<file path="config.mk">
export PLATFORM = sky130hd
export DESIGN_NAME = gpio_masked_port
export DESIGN_NICKNAME = d
export VERILOG_FILES = /design/src/rtl/gpio_masked_port_pkg.sv /design/src/rtl/gpio_port_regs.sv /design/src/rtl/gpio_pin_detect.sv /design/src/rtl/gpio_pad_mux.sv /design/src/rtl/gpio_masked_port.sv
export SDC_FILE = /design/constraint.sdc
export NUM_CORES = 1
export LEC_CHECK = 0
export BUFFER_PORTS_ARGS = -buffer_cell sky130_fd_sc_hd__buf_4
export CORE_UTILIZATION = 55
export DETAILED_ROUTE_END_ITERATION = 10
export PLACE_DENSITY = 0.82
export SLEW_MARGIN = 20
export SYNTH_ARGS = -nofsm -noshare
export SYNTH_HDL_FRONTEND = slang
export SYNTH_SLANG_ARGS = --single-unit
</file>
<file path="constraint.sdc">
create_clock -name clk -period 6.1 [get_ports clk]
set_input_delay 1.22 -clock clk [delete_from_list [all_inputs] [get_ports clk]]
set_output_delay 1.22 -clock clk [all_outputs]
set_load 0.005 [all_outputs]
</file>
<file path="src/rtl/gpio_masked_port_pkg.sv">
package gpio_masked_port_pkg;

  // Register offsets; the control block sits directly above the masked data window
  localparam logic [11:0] OFS_DIR   = 12'h400;
  localparam logic [11:0] OFS_SENSE = 12'h404;
  localparam logic [11:0] OFS_BOTH  = 12'h408;
  localparam logic [11:0] OFS_EVENT = 12'h40C;
  localparam logic [11:0] OFS_IE    = 12'h410;
  localparam logic [11:0] OFS_RAW   = 12'h414;
  localparam logic [11:0] OFS_MIS   = 12'h418;
  localparam logic [11:0] OFS_CLR   = 12'h41C;
  localparam logic [11:0] OFS_MODE  = 12'h420;

  typedef enum logic [3:0] {
    SEL_NONE,
    SEL_DATA,
    SEL_DIR,
    SEL_SENSE,
    SEL_BOTH,
    SEL_EVENT,
    SEL_IE,
    SEL_RAW,
    SEL_MIS,
    SEL_CLR,
    SEL_MODE
  } reg_sel_e;

endpackage

</file>
<file path="src/rtl/gpio_port_regs.sv">
module gpio_port_regs
  import gpio_masked_port_pkg::*;
#(
  parameter int unsigned NPINS  = 8,
  parameter int unsigned ADDR_W = 12,
  parameter int unsigned DATA_W = 32
) (
  input  logic              clk,
  input  logic              rst_n,
  input  logic              bus_sel,
  input  logic              bus_wr,
  input  logic [ADDR_W-1:0] bus_addr,
  input  logic [DATA_W-1:0] bus_wdata,
  output logic [DATA_W-1:0] bus_rdata,
  input  logic [NPINS-1:0]  pin_val,
  input  logic [NPINS-1:0]  raw_st,
  input  logic [NPINS-1:0]  mis_st,
  output logic [NPINS-1:0]  dir_q,
  output logic [NPINS-1:0]  sense_q,
  output logic [NPINS-1:0]  both_q,
  output logic [NPINS-1:0]  event_q,
  output logic [NPINS-1:0]  ie_q,
  output logic [NPINS-1:0]  mode_q,
  output logic [NPINS-1:0]  dout_q,
  output logic [NPINS-1:0]  data_wmask,
  output logic [NPINS-1:0]  clr_pulse
);

  // The data window spans one word per mask value
  localparam int unsigned      DATA_SPAN = 4 << NPINS;
  localparam logic [ADDR_W-1:0] SPAN_A   = ADDR_W'(DATA_SPAN);

  reg_sel_e           sel;
  logic               wr_en;
  logic               rd_en;
  logic [NPINS-1:0]   addr_mask;
  logic [NPINS-1:0]   wd;
  logic [NPINS-1:0]   rd_pins;
  logic               unused_bits;

  assign wr_en     = bus_sel & bus_wr;
  assign rd_en     = bus_sel & ~bus_wr;
  assign addr_mask = bus_addr[NPINS+1:2];
  assign wd        = bus_wdata[NPINS-1:0];
  assign unused_bits = ^{bus_wdata[DATA_W-1:NPINS], bus_addr[1:0]};

  always_comb begin
    sel = SEL_NONE;
    if (bus_addr < SPAN_A) begin
      sel = SEL_DATA;
    end else begin
      case (bus_addr)
        ADDR_W'(OFS_DIR):   sel = SEL_DIR;
        ADDR_W'(OFS_SENSE): sel = SEL_SENSE;
        ADDR_W'(OFS_BOTH):  sel = SEL_BOTH;
        ADDR_W'(OFS_EVENT): sel = SEL_EVENT;
        ADDR_W'(OFS_IE):    sel = SEL_IE;
        ADDR_W'(OFS_RAW):   sel = SEL_RAW;
        ADDR_W'(OFS_MIS):   sel = SEL_MIS;
        ADDR_W'(OFS_CLR):   sel = SEL_CLR;
        ADDR_W'(OFS_MODE):  sel = SEL_MODE;
        default:            sel = SEL_NONE;
      endcase
    end
  end

  // Per-cycle strobes toward the output-data and detector logic
  assign data_wmask = (wr_en && sel == SEL_DATA) ? addr_mask : '0;
  assign clr_pulse  = (wr_en && sel == SEL_CLR)  ? wd        : '0;

  always_ff @(posedge clk or negedge rst_n) begin
    if (!rst_n) begin
      dir_q   <= '0;
      sense_q <= '0;
      both_q  <= '0;
      event_q <= '0;
      ie_q    <= '0;
      mode_q  <= '0;
      dout_q  <= '0;
    end else if (wr_en) begin
      case (sel)
        SEL_DATA:  dout_q  <= (dout_q & ~addr_mask) | (wd & addr_mask);
        SEL_DIR:   dir_q   <= wd;
        SEL_SENSE: sense_q <= wd;
        SEL_BOTH:  both_q  <= wd;
        SEL_EVENT: event_q <= wd;
        SEL_IE:    ie_q    <= wd;
        SEL_MODE:  mode_q  <= wd;
        default:   ;
      endcase
    end
  end

  always_comb begin
    case (sel)
      SEL_DATA:  rd_pins = pin_val & addr_mask;
      SEL_DIR:   rd_pins = dir_q;
      SEL_SENSE: rd_pins = sense_q;
      SEL_BOTH:  rd_pins = both_q;
      SEL_EVENT: rd_pins = event_q;
      SEL_IE:    rd_pins = ie_q;
      SEL_RAW:   rd_pins = raw_st;
      SEL_MIS:   rd_pins = mis_st;
      SEL_MODE:  rd_pins = mode_q;
      default:   rd_pins = '0;
    endcase
  end

  assign bus_rdata = rd_en ? {{(DATA_W-NPINS){1'b0}}, rd_pins} : '0;

endmodule

</file>
<file path="src/rtl/gpio_pin_detect.sv">
module gpio_pin_detect (
  input  logic clk,
  input  logic rst_n,
  input  logic pin_async,
  input  logic sense_lvl,
  input  logic both_edges,
  input  logic event_hi,
  input  logic clr,
  output logic sync_o,
  output logic trig_o,
  output logic latch_o,
  output logic raw_o
);

  logic meta_q;
  logic sync_q;
  logic prev_q;
  logic latch_q;
  logic rise;
  logic fall;
  logic picked;

  always_ff @(posedge clk or negedge rst_n) begin
    if (!rst_n) begin
      meta_q <= 1'b0;
      sync_q <= 1'b0;
      prev_q <= 1'b0;
    end else begin
      meta_q <= pin_async;
      sync_q <= meta_q;
      prev_q <= sync_q;
    end
  end

  assign rise   = sync_q & ~prev_q;
  assign fall   = ~sync_q & prev_q;
  assign picked = both_edges ? (rise | fall) : (event_hi ? rise : fall);
  assign trig_o = ~sense_lvl & picked;

  // Set dominates clear: an edge seen in a clear cycle is kept
  always_ff @(posedge clk or negedge rst_n) begin
    if (!rst_n) latch_q <= 1'b0;
    else        latch_q <= trig_o | (latch_q & ~clr);
  end

  assign sync_o  = sync_q;
  assign latch_o = latch_q;
  assign raw_o   = sense_lvl ? (sync_q == event_hi) : latch_q;

endmodule

</file>
<file path="src/rtl/gpio_pad_mux.sv">
module gpio_pad_mux #(
  parameter int unsigned NPINS = 8
) (
  input  logic [NPINS-1:0] mode_q,
  input  logic [NPINS-1:0] dout_q,
  input  logic [NPINS-1:0] dir_q,
  input  logic [NPINS-1:0] periph_out,
  input  logic [NPINS-1:0] periph_oe,
  output logic [NPINS-1:0] pad_out,
  output logic [NPINS-1:0] pad_oe
);

  for (genvar i = 0; i < NPINS; i++) begin : g_pin
    assign pad_out[i] = mode_q[i] ? periph_out[i] : dout_q[i];
    assign pad_oe[i]  = mode_q[i] ? periph_oe[i]  : dir_q[i];
  end

endmodule

</file>
<file path="src/rtl/gpio_masked_port.sv">
module gpio_masked_port #(
  parameter int unsigned NPINS  = 8,
  parameter int unsigned ADDR_W = 12,
  parameter int unsigned DATA_W = 32
) (
  input  logic              clk,
  input  logic              rst_n,
  input  logic              bus_sel,
  input  logic              bus_wr,
  input  logic [ADDR_W-1:0] bus_addr,
  input  logic [DATA_W-1:0] bus_wdata,
  output logic [DATA_W-1:0] bus_rdata,
  input  logic [NPINS-1:0]  pin_in,
  output logic [NPINS-1:0]  pad_out,
  output logic [NPINS-1:0]  pad_oe,
  input  logic [NPINS-1:0]  periph_out,
  input  logic [NPINS-1:0]  periph_oe,
  output logic              irq
);

  logic [NPINS-1:0] dir_q, sense_q, both_q, event_q, ie_q, mode_q, dout_q;
  logic [NPINS-1:0] data_wmask, clr_pulse;
  logic [NPINS-1:0] sync_v, edge_trig, edge_lat, raw_st, mis_st, pin_val;
  logic             irq_q;

  gpio_port_regs #(
    .NPINS (NPINS),
    .ADDR_W(ADDR_W),
    .DATA_W(DATA_W)
  ) u_regs (
    .clk       (clk),
    .rst_n     (rst_n),
    .bus_sel   (bus_sel),
    .bus_wr    (bus_wr),
    .bus_addr  (bus_addr),
    .bus_wdata (bus_wdata),
    .bus_rdata (bus_rdata),
    .pin_val   (pin_val),
    .raw_st    (raw_st),
    .mis_st    (mis_st),
    .dir_q     (dir_q),
    .sense_q   (sense_q),
    .both_q    (both_q),
    .event_q   (event_q),
    .ie_q      (ie_q),
    .mode_q    (mode_q),
    .dout_q    (dout_q),
    .data_wmask(data_wmask),
    .clr_pulse (clr_pulse)
  );

  for (genvar i = 0; i < NPINS; i++) begin : g_det
    gpio_pin_detect u_det (
      .clk       (clk),
      .rst_n     (rst_n),
      .pin_async (pin_in[i]),
      .sense_lvl (sense_q[i]),
      .both_edges(both_q[i]),
      .event_hi  (event_q[i]),
      .clr       (clr_pulse[i]),
      .sync_o    (sync_v[i]),
      .trig_o    (edge_trig[i]),
      .latch_o   (edge_lat[i]),
      .raw_o     (raw_st[i])
    );
  end

  // Output pins read back their driven value, input pins their sampled level
  assign pin_val = (dir_q & dout_q) | (~dir_q & sync_v);
  assign mis_st  = raw_st & ie_q;

  gpio_pad_mux #(.NPINS(NPINS)) u_mux (
    .mode_q    (mode_q),
    .dout_q    (dout_q),
    .dir_q     (dir_q),
    .periph_out(periph_out),
    .periph_oe (periph_oe),
    .pad_out   (pad_out),
    .pad_oe    (pad_oe)
  );

  always_ff @(posedge clk or negedge rst_n) begin
    if (!rst_n) irq_q <= 1'b0;
    else        irq_q <= |mis_st;
  end

  assign irq = irq_q;

endmodule

</file>
==> results of run 1 <==
-- synthesized netlist by cell type (6+ instances only) --
| master | number | area (um2) |
|---|---|---|
| dfrtp_1 | 89 | 2230 |
| a31oi_1 | 7 | 43.8 |
| ha_1 | 16 | 200 |
| mux2i_1 | 6 | 60.1 |
| a21oi_1 | 12 | 60.1 |
| mux2_2 | 81 | 912 |
| nand3_1 | 6 | 30.0 |
| xnor2_1 | 6 | 52.6 |
| inv_1 | 18 | 67.6 |
| nor2b_1 | 8 | 50.1 |
| a22o_1 | 7 | 61.3 |
| nand2_1 | 50 | 188 |
| o21ai_0 | 17 | 85.1 |
| o2bb2ai_1 | 9 | 78.8 |
| a22oi_1 | 7 | 52.6 |
| buf_4 | 25 | 188 |
| nor2_1 | 14 | 52.6 |
-- worst reg2reg max path: stages (launching register included) --
cell     delay, ns
dfrtp_1       0.45
xnor2_1       0.18
a31o_2        0.27
nor4_1        0.34
nand2_1       0.11
-- state kept, by name, summed over array words and instances (netlist names), 8 cells and up, named ones only --
name / flops
g_det.u_det.sync_o: 8
g_det.u_det.meta_q: 8
g_det.u_det.prev_q: 8
g_det.u_det.latch_o: 8
u_regs.ie_q: 8
u_regs.mode_q: 8
u_regs.sense_q: 8
u_regs.both_q: 8
u_regs.dir_q: 8
u_regs.event_q: 8
-- routing by layer --
metal | vias up | part of all wire [%] | routed length (um) | GRT usage, %
met2 | 245 | 46 | 5810 | 44.0
li1 | 1770 | - | - | -
met5 | - | 0 | 0 | 0
met3 | 40 | 11 | 1330 | 6.80
met4 | 0 | 2.5 | 314 | 10.4
met1 | 1936 | 40 | 5060 | 37.0
-- kinds of logic (layout without fill, tap and decap cells) --
| logic type | after synthesis | in the layout |
|---|---|---|
| other | 1 | 24 |
| adders and majority gates | 16 | 16 |
| xor gates and xnor gates | 8 | 8 |
| muxes | 87 | 87 |
| DFF | 89 | 89 |
| AOI/OAI and AO/OA | 83 | 83 |
| and+or+nand+nor | 119 | 119 |
| buffers and inverters | 54 | 109 |
-- cells in the final DEF (no fill, tap or decap), types with 6 or more instances in the layout --
master / Yosys / layout
xnor2_1: 6 / 6
buf_4: 25 / 76
clkbuf_8: 0 / 10
mux2_2: 81 / 81
mux2i_1: 6 / 6
nor2b_1: 8 / 8
o2bb2ai_1: 9 / 9
nand3_1: 6 / 6
a31oi_1: 7 / 7
o21ai_0: 17 / 17
a21oi_1: 12 / 12
inv_1: 18 / 18
ha_1: 16 / 16
nand2_1: 50 / 50
nor2_1: 14 / 14
a22o_1: 7 / 7
dfrtp_1: 89 / 89
a22oi_1: 7 / 7
conb_1: 1 / 24
-- layout make-up --
class,instances,area share (%)
multi-input cells,337,44.8
inverters,18,1.16
clock buffers,11,2.43
repair buffers,76,9.79
clock inverters,4,1.33
flip-flops and latches,89,38.2
well taps,108,2.32
-- worst max-delay path by stage --
| stage | endpoint | slack (ns) | depth (start not counted) |
|---|---|---|---|
| after floorplan | bus_rdata[5] | 2.16 | 5 |
| after global placement | bus_rdata[1] | 1.35 | 7 |
| after detailed placement | bus_rdata[1] | 1.38 | 7 |
| after CTS | bus_rdata[1] | 1.33 | 7 |
| after global routing | bus_rdata[4] | 1.11 | 7 |
| final | bus_rdata[1] | 1.13 | 7 |
-- per-stage QoR --
step	worst slack [ns]	hold slack, ns	cell area, um2	total power, mW
after floorplan	2.16	0.331	5130	0.711
after global placement	1.35	0.332	5610	0.775
after detailed placement	1.38	0.336	5610	0.782
after CTS	1.33	0.357	5830	1.23
after global routing	1.11	0.361	5830	1.27
final	1.13	0.353	5830	1.22
-- where the power goes --
part	total (mW)	switching, mW	internal (mW)	leakage (nW)
Sequential	0.627	0.0167	0.611	1.13
Clock	0.447	0.206	0.241	0.110
Combinational	0.144	0.0721	0.0716	1.45
Total	1.22	0.295	0.924	2.69
==> metrics.md, run 1 <==
| Metric | Value |
|---|---|
| Setup Fix Bufs, Post-CTS | 0 |
| Clock tree sinks | 89 |
| NumNets Final | 619 |
| TritonCTS clock tree | done |
| Skew final | 0.00711 ns |
| Hold endpoint | g_det[2].u_det.sync_o |
| RSZ-0062 raised after global routing | false |
| CORE AREA | 8810 um2 |
| Root buf cell | clkbuf_8 |
| CP Buf/Inv Count | 2 |
| Drt via density | 6.21 |
| Yosys reg bits | 89 |
| All-Layer GR Usage | 27.7% |
| Hpwl dp | 8620 um |
| Minimum clock period | 4.97 ns |
| Fmax | 201 MHz |
| Routed vias | 3991 |
| Die height | 97.8 um |
| Compound-Gate Fraction of Synth Area | 11.6% |
| Max IR drop VDD | 109 uV |
| Worst hold path class | reg -> reg |
| Post-synth top flop | dfrtp_1 |
| TritonCTS Buffers | 9 |
| Violated checks | DRC |
| Slew margin rel. | 17.8% |
| Critical path origin | bus_addr[8] |
| First-pass GRT wire length | 20300 um |
| Max-cap viol count | 0 |
| Post-synth design cell area | 5050 um2 |
| Core Rows | 34 |
| Ys Warns | 0 |
| Final Hold Vio Count | 0 |
| Number of global-route vias before repair | 3926 |
| Synth-to-Final Area Change | 15.5% |
| Static leakage | 2.69 nW |
| Die area | 9560 um2 |
| Ys async rst share | 100% |
| Placed cell count | 628 |
| Gpl congestion | 0.934 |
| Synth Area in Simple Gates | 13.6% |
| Ports | 121 |
| Total routed wirelength | 12500 um |
| IO Port Bufs | 72 |
| Initial Util | 57.3% |
| Reg2reg end | irq |
| Crit-path leading delay family | simple AND/OR/NAND/NOR gates |
| Adder-cell share of the synthesized area | 3.97% |
| # DRC | 20 |
| Top cell by count, worst path | buf_4 |
| PostCTS Resize Cnt | 0 |
| Drt wl/cell | 19.5 um |
| Final-report max-slew violation count | 0 |
| Total gr overflow | 0 |
| Slew @ Worst Pin | 1.22 ns |
| Final Instance Count excl. Fillers | 643 |
| Initial drt markers | 378 |
| Hold path startpoint | g_det[2].u_det.meta_q |
| Post-DRT Antenna Nets | 0 |
| Initial antenna violation count | 0 |
| Mean area per synthesized cell | 11.0 um2 |
| Crit-path cells | buf_4 -> nor4b_4 -> nand3_1 -> nor4_1 -> a222oi_1 -> a31oi_1 -> buf_4 |
| Arrival @ worst endpoint | 3.75 ns |
| Fill count | 658 |
| Register Area | 2230 um2 |
| Mux contribution to synthesized area | 19.3% |
| Setup TNS | 0 ns |
| Pwr dens | 209 nW/um2 |
| Antenna cells | 0 |
| Layout cell share with drive strength beyond 1 | 35.5% |
| CP Capture Type | primary output |
| Sequential fraction of the synthesis area | 44.1% |
| Crit path max fanout | 6 |
| Crit path kind | in -> out |
| Hold depth | 0 |
| Layout Utilization | 66.2% |
| Skew-Pair Late Insertion Delay | 0.37 ns |
| Slowest-stage cell, CP | nor4_1 |
| Status | finished, violations left |
| Largest family of logic cells by synthesized area | multiplexers |
| Post-synth EDFFs | 0 |
| Reg2reg path depth | 4 |
| Worst path max stage delay | 1.05 ns |
| Req. time, crit path | 4.88 ns |
| Critical Path Source Type | input pin |
| First-pass iteration count of the detailed router | 8 |
| Synth Instances | 457 |
| R2r startpoint | u_regs.event_q[2] |
| Final Cycle Share | 81.4% |
| H-tree Lvls | 3 |
| Worst reg-to-reg setup slack | 4.63 ns |
| Die width | 97.8 um |
| Largest net degree at the start of global routing | 49 |
| Multi-input logic area | 2610 um2 |
| Clk slew on worst S/H paths | 0.09 ns |
| Synth Area in XOR/XNOR | 1.39% |
| Yosys cell types | 54 |
| Count of final setup violators | 0 |
| Post-CTS Hold Fix Bufs | 0 |
| Clk buf depth | 2 |
(Power assumes the default switching activity.)
==> run 2: changes to the inputs <==
--- a/config.mk
+++ b/config.mk
@@ -6,9 +6,9 @@
 export NUM_CORES = 1
 export LEC_CHECK = 0
 export BUFFER_PORTS_ARGS = -buffer_cell sky130_fd_sc_hd__buf_4
-export CORE_UTILIZATION = 55
+export CORE_UTILIZATION = 54
 export DETAILED_ROUTE_END_ITERATION = 10
-export PLACE_DENSITY = 0.82
+export PLACE_DENSITY = 0.8
 export SLEW_MARGIN = 20
 export SYNTH_ARGS = -nofsm -noshare
 export SYNTH_HDL_FRONTEND = slang
==> constraint.sdc (replaced) <==
create_clock -name clk -period 4.85 [get_ports clk]
set_input_delay 0.97 -clock clk [delete_from_list [all_inputs] [get_ports clk]]
set_output_delay 0.97 -clock clk [all_outputs]
set_load 0.005 [all_outputs]
==> run 2 against run 1 <==
Net effect: sequential power is 26% higher; largest cell class unchanged; the run now ends clean; clock skew is 0.0039 ns higher; global-route usage is 0.32 points lower; largest power group unchanged; clock power grew 28%.
==> metrics.md, run 2 (synthesis gave the netlist of run 1 again) <==
| Metric | Value |
|---|---|
| Slowest-stage cell, CP | nor4_1 |
| Clk slew on worst S/H paths | 0.08 ns (about the same) |
| CORE AREA | 8890 um2 (+0.97%) |
| Pwr dens | 264 nW/um2 (+26%) |
| Count of final setup violators | 0 (unchanged) |
| Gpl congestion | 0.918 (-1.8%) |
| RSZ-0062 raised after global routing | false |
| Arrival @ worst endpoint | 2.99 ns (-0.76 ns) |
| Setup TNS | 0 ns (unchanged) |
| Static leakage | 2.70 nW (+0.23%) |
| Slew margin rel. | 37.6% (+20 points) |
| Max-cap viol count | 0 (unchanged) |
| # DRC | 0 (-100%) |
| Die height | 98.7 um (+0.90%) |
| Skew-Pair Late Insertion Delay | 0.38 ns (about the same) |
| NumNets Final | 621 (+0.32%) |
| Fill count | 711 (+8.1%) |
| Initial drt markers | 304 (-20%) |
| TritonCTS clock tree | done |
| Switching Fraction | 24.7% (+0.48 points) |
| Die area | 9740 um2 (+1.8%) |
| TritonCTS Buffers | 9 (unchanged) |
| Clk buf depth | 2 (unchanged) |
| Layout cell share with drive strength beyond 1 | 35.6% (+0.054 points) |
| Most common cell after layout, fill and taps aside | dfrtp_1 |
| Root buf cell | clkbuf_8 |
| Setup Fix Bufs, Post-CTS | 0 (unchanged) |
| Placed cell count | 630 (+0.32%) |
| Status | finished, final reports clean |
| Antenna cells | 0 (unchanged) |
| Top cell by count, worst path | buf_4 |
| Initial antenna violation count | 0 (unchanged) |
| Clock power share | 37.0% (+0.3 points) |
| Comb power frac | 11.8% (about the same) |
| Synth-to-Final Area Change | 15.7% |
| Final Hold Vio Count | 0 (unchanged) |
| Critical Path Source Type | input pin |
| H-tree Lvls | 3 (unchanged) |
| Total gr overflow | 0 (unchanged) |
| IO Port Bufs | 72 (unchanged) |
| Place WS | 0.955 ns (-0.423 ns) |
| Crit-path leading delay family | simple AND/OR/NAND/NOR gates |
| First-pass GRT wire length | 19800 um (-2.9%) |
| Core Rows | 34 (unchanged) |
| Hpwl dp | 8870 um (+2.9%) |
| Post-placement cell area | 5620 um2 (+0.18%) |
| Post-DRT Antenna Nets | 0 (unchanged) |
| Seq pwr share | 51.1% (-0.4 points) |
| Drt wl/cell | 19.7 um (+1.3%) |
| Total routed wirelength | 12700 um (+1.7%) |
| Clock tree sinks | 89 (unchanged) |
| Sw power | 0.381 mW (+29%) |
| Crit path kind | in -> out |
| Final-report max-slew violation count | 0 (unchanged) |
| Number of global-route vias before repair | 3746 (-4.6%) |
| Initial Util | 56.8% (-0.55 points) |
| Final Cycle Share | 81.6% |
| Die width | 98.7 um (+0.90%) |
| Req. time, crit path | 3.88 ns (-1.00 ns) |
| Max IR drop VDD | 217 uV (+99%) |
| Slack of the critical path | 0.892 ns (-0.242 ns) |
| Worst hold path class | reg -> reg |
| CP Buf/Inv Count | 3 (+1) |
| First-pass iteration count of the detailed router | 5 (-3) |
| Skew final | 0.0110 ns (+0.00391 ns) |
| Fmax | 253 MHz |
| PostCTS Resize Cnt | 0 (unchanged) |
| Worst path max stage delay | 0.53 ns (-0.52 ns) |
| Slew @ Worst Pin | 0.929 ns (-0.293 ns) |
| Most frequent cells in the layout | dfrtp_1, mux2_2, buf_4, nand2_1, conb_1 |
| Routed vias | 3971 (-0.50%) |
| Drt via density | 6.16 (-0.81%) |
| Crit path max fanout | 6 (unchanged) |
| Post-CTS Hold Fix Bufs | 0 (unchanged) |
| Largest net degree at the start of global routing | 47 (-4.1%) |
| All-Layer GR Usage | 27.4% (-0.32 points) |
| Final Total Pwr | 1.54 mW (+27%) |
| CP Capture Type | primary output |
| Final Instance Count excl. Fillers | 645 (+0.31%) |
| Ports | 121 (unchanged) |
| Fin area | 5840 um2 (+0.15%) |
| Crit-path cells | buf_4 -> nor4b_4 -> nand3_1 -> nor4_1 -> buf_4 -> a222oi_1 -> a31oi_1 -> buf_4 |
| Minimum clock period | 3.96 ns |
| Power Internal | 1.16 mW (+26%) |
## run 2: changes by cell type in the layout (fill, tap and decap cells not counted)
cell        before  now
buf_4           76   78
inv_6            0    1
nor3_1           3    4
clkinv_4         2    0
clkinvlp_4       0    1
nor3_2           2    1
## run 2: path summary, 6_finish.rpt
check / from / to / slack [ns] / depth (start not counted)
max: bus_addr[8] / bus_rdata[1] / 0.89 / 8
min: g_det[6].u_det.meta_q / g_det[6].u_det.sync_o / 0.35 / 0
max reg2reg: g_det[2].u_det.sync_o / irq / 3.39 / 4
min reg2reg: g_det[6].u_det.meta_q / g_det[6].u_det.sync_o / 0.35 / 0
max in group asynchronous: rst_n / u_regs.mode_q[4] / 3.30 / 2
min in group asynchronous: rst_n / g_det[3].u_det.prev_q / 0.56 / 1
## run 2: worst register-to-register path, stage by stage (launching register included)
cell     delay, ns
dfrtp_1       0.45
xnor2_1       0.18
a31o_2        0.27
nor4_1        0.32
nand2_1       0.11
## run 2: layout make-up
class / count / area (um2) / area share [%]
Multi-Input combinational cell: 337 / 2610 / 44.6
Timing Repair Buffer: 78 / 586 / 10.0
Clock inverter: 4 / 76.3 / 1.31
Tap cell: 108 / 135 / 2.31
Sequential cell: 89 / 2230 / 38.1
Inverter: 18 / 67.6 / 1.16
Clock buffer: 11 / 141 / 2.42
## run 2: per-layer routing
| metal | share of wire (%) | track usage [%] |
|---|---|---|
| met1 | 41 | 34.5 |
| met2 | 49 | 44.7 |
| met3 | 8.1 | 9.01 |
| met4 | 2.0 | 8.96 |
| met5 | 0 | 0 |
## run 2: power groups by stage
| stage | logic, mW | registers (mW) | clock network, mW |
|---|---|---|---|
| after floorplan | 0.0976 | 0.797 | 0 |
| after global placement | 0.175 | 0.802 | 0 |
| after detailed placement | 0.182 | 0.803 | 0 |
| after CTS | 0.183 | 0.789 | 0.582 |
| after global routing | 0.200 | 0.793 | 0.612 |
| final | 0.182 | 0.789 | 0.571 |
## run 2: through the flow
stage	hold WS [ns]	utilization (%)
4_1_cts	0.357	65.7
5_1_grt	0.365	65.7
2_1_floorplan	0.331	-
3_3_place_gp	0.332	63.2
3_5_place_dp	0.337	63.2
6_report	0.353	65.7
